--- src/rtl/mode_alu_pkg.sv ---
package mode_alu_pkg;

  typedef enum logic [1:0] {
    LOP_AND  = 2'b00,
    LOP_OR   = 2'b01,
    LOP_XOR  = 2'b10,
    LOP_XNOR = 2'b11
  } logicOp_t;

  // Strobes from the control decode to the datapath
  typedef struct packed {
    logic     arith;    // route adder output and enable flags
    logicOp_t logicOp;  // bitwise function in logic mode
    logic     invA;     // adder X input takes ~A
    logic     passB;    // adder Y input takes B (else zero)
    logic     invB;     // adder Y input takes ~B when passed
  } aluCtrl_t;

endpackage

--- src/rtl/mode_alu_ctrl.sv ---
module mode_alu_ctrl
  import mode_alu_pkg::*;
(
  input  logic       modeArith,
  input  logic [1:0] sel,
  output aluCtrl_t   ctrl
);

  always_comb begin
    ctrl.arith   = modeArith;
    ctrl.logicOp = logicOp_t'(sel);
    ctrl.invA    = 1'b0;
    ctrl.passB   = 1'b1;
    ctrl.invB    = 1'b0;
    unique case (sel)
      2'b00: ctrl.passB = 1'b0;  // A (+cin)
      2'b01: ;                   // A + B (+cin)
      2'b10: ctrl.invB  = 1'b1;  // A + ~B (+cin)
      2'b11: ctrl.invA  = 1'b1;  // ~A + B (+cin)
      default: ;
    endcase
  end

endmodule

--- src/rtl/mode_alu_slice.sv ---
module mode_alu_slice (
  input  logic x,
  input  logic y,
  input  logic cIn,
  output logic s,
  output logic cOut
);

  logic halfSum;

  assign halfSum = x ^ y;
  assign s       = halfSum ^ cIn;
  assign cOut    = (x & y) | (halfSum & cIn);

endmodule

--- src/rtl/mode_alu_dp.sv ---
module mode_alu_dp
  import mode_alu_pkg::*;
#(
  parameter int WIDTH = 4
) (
  input  aluCtrl_t         ctrl,
  input  logic [WIDTH-1:0] opA,
  input  logic [WIDTH-1:0] opB,
  input  logic             carryIn,
  output logic [WIDTH-1:0] result,
  output logic             carryOut,
  output logic             zeroFlag
);

  localparam int MSB = WIDTH - 1;

  logic [WIDTH-1:0] logicRes;
  logic [WIDTH-1:0] addX;
  logic [WIDTH-1:0] addY;
  logic [WIDTH-1:0] sumRes;
  logic [WIDTH:0]   carryChain;

  // Bitwise logic unit
  always_comb begin
    unique case (ctrl.logicOp)
      LOP_AND:  logicRes = opA & opB;
      LOP_OR:   logicRes = opA | opB;
      LOP_XOR:  logicRes = opA ^ opB;
      LOP_XNOR: logicRes = ~(opA ^ opB);
      default:  logicRes = '0;
    endcase
  end

  // Operand conditioning in front of the adder
  assign addX = ctrl.invA ? ~opA : opA;
  assign addY = ctrl.passB ? (ctrl.invB ? ~opB : opB) : '0;

  // Ripple chain of full-adder slices
  assign carryChain[0] = carryIn;
  for (genvar i = 0; i < WIDTH; i++) begin : g_slice
    mode_alu_slice slice_i (
      .x    (addX[i]),
      .y    (addY[i]),
      .cIn  (carryChain[i]),
      .s    (sumRes[i]),
      .cOut (carryChain[i+1])
    );
  end

  // Output multiplexer and flags
  assign result   = ctrl.arith ? sumRes : logicRes;
  assign carryOut = ctrl.arith & carryChain[MSB+1];
  assign zeroFlag = ctrl.arith & ~(|sumRes);

endmodule

--- src/rtl/mode_alu.sv ---
module mode_alu
  import mode_alu_pkg::*;
#(
  parameter int WIDTH = 4
) (
  input  logic [WIDTH-1:0] opA,
  input  logic [WIDTH-1:0] opB,
  input  logic             modeArith,
  input  logic [1:0]       sel,
  input  logic             carryIn,
  output logic [WIDTH-1:0] result,
  output logic             carryOut,
  output logic             zeroFlag
);

  aluCtrl_t ctrl;

  mode_alu_ctrl ctrl_i (
    .modeArith (modeArith),
    .sel       (sel),
    .ctrl      (ctrl)
  );

  mode_alu_dp #(.WIDTH(WIDTH)) dp_i (
    .ctrl     (ctrl),
    .opA      (opA),
    .opB      (opB),
    .carryIn  (carryIn),
    .result   (result),
    .carryOut (carryOut),
    .zeroFlag (zeroFlag)
  );

endmodule

--- config.mk ---
export PLATFORM = sky130hd
export DESIGN_NAME = mode_alu
export DESIGN_NICKNAME = d
export VERILOG_FILES = /design/src/rtl/mode_alu_pkg.sv /design/src/rtl/mode_alu_ctrl.sv /design/src/rtl/mode_alu_slice.sv /design/src/rtl/mode_alu_dp.sv /design/src/rtl/mode_alu.sv
export SDC_FILE = /design/constraint.sdc
export NUM_CORES = 1
export LEC_CHECK = 0
export BUFFER_PORTS_ARGS = -buffer_cell sky130_fd_sc_hd__buf_2
export CELL_PAD_IN_SITES_DETAIL_PLACEMENT = 2
export CELL_PAD_IN_SITES_GLOBAL_PLACEMENT = 2
export CORE_ASPECT_RATIO = 1.1
export CORE_MARGIN = 8
export CORE_UTILIZATION = 33
export DETAILED_ROUTE_END_ITERATION = 12
export PLACE_DENSITY = 0.95
export REMOVE_ABC_BUFFERS = 1
export SLEW_MARGIN = 20
export SYNTH_ARGS = -nofsm -noshare
export SYNTH_HDL_FRONTEND = slang
export SYNTH_HIERARCHICAL = 1
export SYNTH_SLANG_ARGS = --single-unit
--- constraint.sdc ---
create_clock -name vclk -period 6.3
set_input_delay 0.315 -clock vclk [all_inputs]
set_output_delay 0.315 -clock vclk [all_outputs]
set_load 0.03 [all_outputs]
==> results of run 1 <==
layer usage:
layer	global-route usage, %	up-vias
met5	0	-
met4	0	0
met3	1.01	0
met2	18.2	9
met1	11.2	223
li1	-	227
cell usage in the layout (no fill, tap or decap), types with 2 or more instances in the layout:
cell	Yosys	final
a21oi_1	3	3
and2_1	5	5
buf_2	0	18
fa_1	4	4
ha_1	8	8
inv_1	9	9
mux2i_1	6	6
nor2_1	2	2
o22ai_1	3	3
xor2_1	8	8
worst min-delay path, cell delays in order:
cell	delay (ns)
buf_2	0.10
and2_1	0.11
buf_2	0.19
area by class of cell:
class,instances,area [µm²]
Fill cell,186,942
Multi-Input combinational cell,49,470
Timing Repair Buffer,18,90.1
Inverter,9,33.8
Tap cell,17,21.3
per-stage QoR:
stage	utilization [%]	hold slack (ns)	setup WS (ns)
finish	39.5	1.04	2.70
global route	39.5	1.07	2.60
CTS	39.5	1.04	2.68
detailed placement	39.5	1.04	2.70
global placement	39.5	1.03	2.71
floorplan	-	0.847	2.85
worst max-delay path by stage:
stage | endpoint | start | slack [ns]
4_1_cts | result[3] | sel[1] | 2.68
6_report | result[3] | sel[1] | 2.70
2_1_floorplan | zeroFlag | sel[0] | 2.85
3_3_place_gp | result[3] | sel[1] | 2.71
3_5_place_dp | result[3] | sel[1] | 2.70
5_1_grt | result[3] | sel[1] | 2.60
logic make-up after synthesis:
kind of cell / count (synthesis) / share of synthesized area, %
AO/OA/AOI/OAI: 8 / 10.7
XOR/XNOR: 8 / 13.0
adder cells (fa/ha/maj): 12 / 33.5
buffers and inverters: 13 / 12.6
multiplexers: 6 / 11.2
AND/OR/NAND/NOR: 15 / 19.1
report_power, final:
part / switching [mW] / total (mW) / internal [mW]
registers: 0 / 0 / 0
logic: 0.0447 / 0.0738 / 0.0291
clock network: 0 / 0 / 0
==> impl_metrics.csv, run 1 <==
group,metric,value,unit
status,status,"complete, no violations",
timing,grt_setup_unrepaired,"no",
setup_path,cpMaxStageDelayCell,"fa_1",
logic_synthesis,synth_top_area_share,18.6,%
place,port_buffers,18,
logic_synthesis,synth_top_cell_by_area,"ha_1",
setup_path,critPathTopFamily,"adder cells",
setup_path,worstPathCellList,"buf_2, and2b_2, xor2_1, and2_1, fa_1, fa_1, fa_1, fa_1, o22ai_1, a21oi_1, buf_2",
logic_synthesis,synth_commonest_cells,"inv_1, ha_1, xor2_1, mux2i_1, and2_1",
timing,period_minus_slack,3.60,ns
min_path,min_path_type,"input pin to output port",
die,core-area,1560,µm²
cells_and_area,seq_cell_count,0,
power_and_ir_drop,p_leak,0.338,nW
die,num_io_pins,18,
routing,first_pass_iters,1,
logic_synthesis,ys_seq_area_share,0,%
routing,via_per_inst,4.94,
place,dpl-instance-area,616,µm²
routing,route.met3.wl,71,µm
setup_path,crit_path_max_fanout,12,
setup_path,cp-start-kind,"input pin",
cells_and_area,antenna_cells,0,
min_path,hold_end,"carryOut",
timing,slew_viol_final,0,
die,die_area,3180,µm²
logic_synthesis,ys_types,21,
logic_synthesis,synth_area_leaders,"ha_1, fa_1, xor2_1",
die,die_x,54.5,µm
global_route,grt_pass1_wl,2400,µm
global_route,antenna_found_initial,0,
min_path,whs_path_depth,3,
global_route,first_global_vias,549,
power_and_ir_drop,finalPower,0.0738,mW
routing,top_layer,"met3",
cells_and_area,layout.nets,102,
routing,wl_met1,573,µm
timing,finalHoldViolCount,0,
cells_and_area,final_cells,93,
logic_synthesis,ys_warn_count,6,
setup_path,cp.required,5.98,ns
routing,met2WireLength,794,µm
logic_synthesis,synth_cells,62,
routing,drc,0,
place,dp_hpwl,1300,µm
logic_synthesis,synth.most_common_cell,"inv_1",
setup_path,critical_path_cell_count,11,
min_path,min_from,"modeArith",
die,rows,15,
flow_run,drv_cap,0,
setup_path,path_common_cell,"fa_1",
timing,slew_headroom,74.9,%
routing,drt_iter0_markers,0,
setup_path,cp_num_buf_inv,2,
setup_path,arrival,3.28,ns
die,die_h,58.4,µm
power_and_ir_drop,ir_worst_vdd,0.0000414,V
setup_path,worstSetupPathType,"input pin to output port",
timing,setup_violations,0,
routing,wl_per_cell,15.5,µm
setup_path,crit_path_max_incr_delay,0.53,ns
timing,max_slew.worst_pin.slew,0.376,ns
place,globalplace.congestion,0.843,
cells_and_area,area.growth.synth_to_final,14.4,%
clocking,cts_resized,0,
global_route,grt_overflow,0,
place,dp.cells,93,
power_and_ir_drop,power_per_cell_area,120,nW/µm²
routing,ant_nets,0,
cells_and_area,drive_gt1_share,31.6,%
cells_and_area,final_area,616,µm²
timing,fmax,278,MHz
clocking,post-cts-setup-buffer-count,0,
logic_synthesis,synth.cell_area,538,µm²
setup_path,end_kind,"output port",
routing,num_vias,459,
logic_synthesis,syn_area_per_cell,8.68,µm²
cells_and_area,seq_area,0,µm²
timing,period_share,57.1,%
clocking,cts_hold_buf,0,
routing,routed_wl,1440,µm
timing,fin_tns_setup,0,ns
global_route,grtUsageTotal,9.47,%
cells_and_area,n_clock_buffer,0,
global_route,grt_start_max_net_pins,13,
die,start_util,34.5,%
Power figures use the tool's default switching activity.
==> run 2: changes to the inputs <==
Settings changed: ABC_AREA set to 1, CORE_UTILIZATION 33 to 25, PLACE_DENSITY 0.95 to 0.91.
Clock period 6.3 ns to 3.3 ns, I/O delays scaled along.
==> impl_metrics.csv, run 2 <==
group,metric,value,unit
status,status,"complete, no violations",
global_route,grt_overflow,0,
global_route,first_global_vias,702,
logic_synthesis,synth_compound_area_share,13.2,%
die,core-area,2160,µm²
timing,slew_viol_final,0,
timing,setup_violations,0,
logic_synthesis,synth_top_cell_by_area,"ha_1",
timing,fmax,322,MHz
cells_and_area,seq_cell_count,0,
timing,max_slew.worst_pin.slew,0.263,ns
global_route,antenna_found_initial,0,
place,dp_hpwl,1660,µm
global_route,grt_start_max_net_pins,12,
setup_path,cpMaxStageDelayCell,"fa_1",
timing,finalHoldViolCount,0,
logic_synthesis,synth_mux_area_share,0,%
power_and_ir_drop,ir_worst_vdd,0.0000829,V
logic_synthesis,synth_top_family_by_area,"adder cells",
logic_synthesis,synth.most_common_cell,"nand2_1",
logic_synthesis,synth_commonest_cells,"nand2_1, inv_1, a21oi_1, ha_1, nand3_1",
cells_and_area,fillers,288,
place,globalplace.congestion,0.765,
routing,wl_per_cell,14.0,µm
logic_synthesis,synth_cells,87,
timing,grt_setup_unrepaired,"no",
die,rows,18,
routing,num_vias,600,
routing,routed_wl,1840,µm
logic_synthesis,synth_xor_xnor_area_share,6.36,%
setup_path,crit_path_max_fanout,11,
logic_synthesis,yosys.area_share.adder,32.7,%
die,die_x,60.7,µm
logic_synthesis,syn_area_per_cell,6.33,µm²
setup_path,path_common_cell,"fa_1",
place,port_buffers,18,
cells_and_area,area.growth.synth_to_final,19.5,%
setup_path,crit_path_max_incr_delay,0.50,ns
timing,period_share,94.0,%
logic_synthesis,synth_top_area_share,18.2,%
timing,slew_headroom,82.5,%
min_path,min_path_type,"input pin to output port",
routing,ant_nets,0,
logic_synthesis,ys_types,15,
global_route,grt_pass1_wl,3110,µm
die,start_util,25.5,%
setup_path,end_kind,"output port",
cells_and_area,n_clock_buffer,0,
routing,via_per_inst,4.55,
logic_synthesis,synth.cell_area,551,µm²
clocking,post-cts-setup-buffer-count,0,
clocking,cts_hold_buf,0,
setup_path,worstPathCellList,"buf_2, buf_4, nand2_1, inv_1, xor2_1, fa_1, fa_1, fa_1, fa_1, nor4_4, buf_2",
cells_and_area,drive_gt1_share,24.5,%
logic_synthesis,synthSimpleGateAreaFrac,30.7,%
timing,fin_hold_ws,0.729,ns
cells_and_area,antenna_cells,0,
logic_synthesis,ys_seq_area_share,0,%
setup_path,arrival,2.94,ns
logic_synthesis,synth_area_leaders,"ha_1, fa_1, nand2_1",
cells_and_area,layout.nets,128,
timing,fin_tns_setup,0,ns
power_and_ir_drop,p_leak,0.388,nW
setup_path,cp-start-kind,"input pin",
setup_path,cp.required,3.13,ns
logic_synthesis,ys_warn_count,6,
cells_and_area,final_cell_mix,"nand2_1, buf_2, inv_1, a21oi_1, ha_1",
flow_run,drv_cap,0,
routing,drt_iter0_markers,5,
die,die_h,65.2,µm
setup_path,worstSetupPathType,"input pin to output port",
routing,first_pass_iters,2,
cells_and_area,seq_area,0,µm²
power_and_ir_drop,power_per_cell_area,223,nW/µm²
die,num_io_pins,18,
power_and_ir_drop,finalPower,0.147,mW
routing,drc,0,
global_route,grtUsageTotal,9.74,%
die,die_area,3960,µm²
timing,period_minus_slack,3.10,ns
cells_and_area,final_common_cell,"nand2_1",
run 2: cell count changes in the layout (fill, tap and decap cells not counted), sizes merged, moves of 2 or more:
cell	change
nand2b	-2
a21oi	+5
inv	+8
nor2	+5
nand3	+7
nand2	+19
o22ai	-3
mux2i	-6
and2	-6
xor2	-4
o21ai	+4
run 2: through the flow:
stage / utilization, % / instances / cell area, µm² / worst slack (ns)
2_1_floorplan: - / 83 / 520 / 0.316
3_3_place_gp: 30.3 / 132 / 656 / 0.178
3_5_place_dp: 30.3 / 132 / 656 / 0.0319
4_1_cts: 30.3 / 132 / 656 / 0.0414
5_1_grt: 30.4 / 132 / 658 / 0.0538
6_report: 30.4 / 132 / 658 / 0.198
run 2: routing by layer:
| layer | up-vias | track usage, % | wire length (µm) |
|---|---|---|---|
| met1 | 287 | 11.5 | 812 |
| met2 | 14 | 18.9 | 948 |
| met4 | 0 | 0 | 0 |
| li1 | 299 | - | - |
| met5 | - | 0 | 0 |
| met3 | 0 | 0.977 | 82 |
run 2: worst max-delay path: cells and delay by family:
family / cells / cell delay, ns
buffers and inverters: 4 / 0.60
XOR/XNOR: 1 / 0.18
AND/OR/NAND/NOR: 2 / 0.28
adder cells (fa/ha/maj): 4 / 1.70
run 2: path summary, 6_finish.rpt:
kind              depth (start not counted)       from  slack [ns]  endpoint
setup / recovery                         11     sel[1]        0.20  zeroFlag
hold / removal                            4  modeArith        0.73  carryOut
run 2: timing repair:
action | CTS | global route
endpoints found under the hold margin | 0 | 0
endpoints found under the setup margin | 0 | 2
gates resized for setup | 0 | 1
run 2: final cells by class:
type	count	area, µm²	share of cell area, %
Timing Repair Buffer	19	97.6	14.8
Inverter	17	63.8	9.70
Tap cell	30	37.5	5.70
Multi-Input combinational cell	66	459	69.8
run 2: cell families (layout without fill, tap and decap cells):
kind of cell / count (synthesis) / count (layout)
and+or+nand+nor: 36 / 36
buffers and inverters: 21 / 36
AOI/OAI and AO/OA: 14 / 14
adders and majority gates: 12 / 12
xor gates and xnor gates: 4 / 4
run 2: power by group:
part	leakage, nW	total (mW)	switching, mW	internal, mW
logic	0.388	0.147	0.0940	0.0527
registers	0	0	0	0
clock network	0	0	0	0
==> run 3: changes to the inputs <==
==> constraint.sdc (replaced) <==
create_clock -name vclk -period 3.3
set_input_delay 0.165 -clock vclk [all_inputs]
set_output_delay 0.165 -clock vclk [all_outputs]
set_load 0.005 [all_outputs]
==> impl_metrics.csv, run 3 (synthesis results as in run 2) <==
group,metric,value,unit
status,status,"complete, no violations",
setup_path,cp.required,3.13,ns
routing,drc,0,
global_route,grtUsageTotal,9.20,%
die,num_io_pins,18,
power_and_ir_drop,ir_worst_vdd,0.0000668,V
cells_and_area,area.growth.synth_to_final,19.5,%
routing,wl_per_cell,13.6,µm
cells_and_area,layout.nets,128,
die,die_x,60.7,µm
timing,period_minus_slack,3.02,ns
place,port_buffers,18,
power_and_ir_drop,comb_power_share,100.0,%
setup_path,crit_path_max_fanout,10,
die,die_h,65.2,µm
die,start_util,25.5,%
setup_path,end_kind,"output port",
power_and_ir_drop,switchingPower,0.0703,mW
die,core-area,2160,µm²
global_route,grt_pass1_wl,2970,µm
cells_and_area,drive_gt1_share,24.5,%
place,dpl-instance-area,656,µm²
min_path,min_path_type,"input pin to output port",
cells_and_area,fin_util,30.4,%
timing,slew_viol_final,0,
routing,num_vias,604,
cells_and_area,final_cell_mix,"nand2_1, buf_2, inv_1, a21oi_1, ha_1",
timing,period_share,91.6,%
place,globalplace.congestion,0.796,
cells_and_area,seq_area,0,µm²
global_route,antenna_found_initial,0,
place,dp_hpwl,1610,µm
setup_path,arrival,2.86,ns
power_and_ir_drop,intPower,0.0523,mW
power_and_ir_drop,power_per_cell_area,186,nW/µm²
global_route,first_global_vias,692,
setup_path,worstSetupPathType,"input pin to output port",
setup_path,cp-start-kind,"input pin",
cells_and_area,antenna_cells,0,
power_and_ir_drop,p_leak,0.388,nW
global_route,grt_overflow,0,
power_and_ir_drop,finalPower,0.123,mW
power_and_ir_drop,pwr-share-seq,0,%
timing,fin_hold_ws,0.677,ns
routing,routed_wl,1790,µm
global_route,grt_start_max_net_pins,12,
routing,drt_iter0_markers,3,
cells_and_area,final_area,658,µm²
routing,via_per_inst,4.58,
cells_and_area,final_common_cell,"nand2_1",
flow_run,drv_cap,0,
timing,finalHoldViolCount,0,
timing,grt_setup_unrepaired,"no",
power_and_ir_drop,power.share.clock,0,%
cells_and_area,seq_cell_count,0,
power_and_ir_drop,p_sw_share,57.3,%
timing,slew_headroom,81.0,%
routing,ant_nets,0,
die,rows,18,
timing,max_slew.worst_pin.slew,0.285,ns
timing,fmax,331,MHz
cells_and_area,n_clock_buffer,0,
die,die_area,3960,µm²
timing,setup_violations,0,
timing,fin_tns_setup,0,ns
routing,first_pass_iters,2,
clocking,cts_hold_buf,0,
==> run 3: per-layer routing <==
layer	global-route usage [%]	vias up	routed length, µm
li1	-	297	-
met1	10.6	293	741
met2	18.0	14	946
met3	1.17	0	106
met4	0	0	0
met5	0	-	0
==> run 3: final timing paths <==
check                  end  slack [ns]  cells past startpoint       from
setup / recovery  zeroFlag        0.28                      9     sel[0]
hold / removal    carryOut        0.68                      4  modeArith
==> run 3: power by group through the flow <==
stage	logic (mW)	registers, mW	clock network, mW
3_3_place_gp	0.118	0	0
5_1_grt	0.140	0	0
6_report	0.123	0	0
2_1_floorplan	0.0778	0	0
4_1_cts	0.126	0	0
3_5_place_dp	0.125	0	0
==> run 3: what timing repair did <==
| action | 4_1_cts | 5_1_grt |
|---|---|---|
| hold endpoints to repair | 0 | 0 |
| gates resized for setup | 0 | 1 |
| setup endpoints to repair | 0 | 2 |
| setup buffers | 0 | 0 |
==> run 3: final cells by class <==
class | count | area (µm²)
fill | 304 | 1500
multi-input combinational | 66 | 459
tap | 30 | 37.5
inverter | 17 | 63.8
timing repair buffer | 19 | 97.6
==> run 3: worst max-delay path, stage by stage <==
cell and delay (ns):
buf_2 0.17, nor2_2 0.28, a21oi_1 0.16, fa_1 0.45
fa_1 0.40, fa_1 0.39, fa_1 0.50, nor4_4 0.21
buf_2 0.15
==> run 3: per-stage QoR <==
stage | std cells | worst slack (ns)
finish | 132 | 0.276
global route | 132 | 0.114
CTS | 132 | 0.126
detailed placement | 132 | 0.121
global placement | 132 | 0.265
floorplan | 83 | 0.622
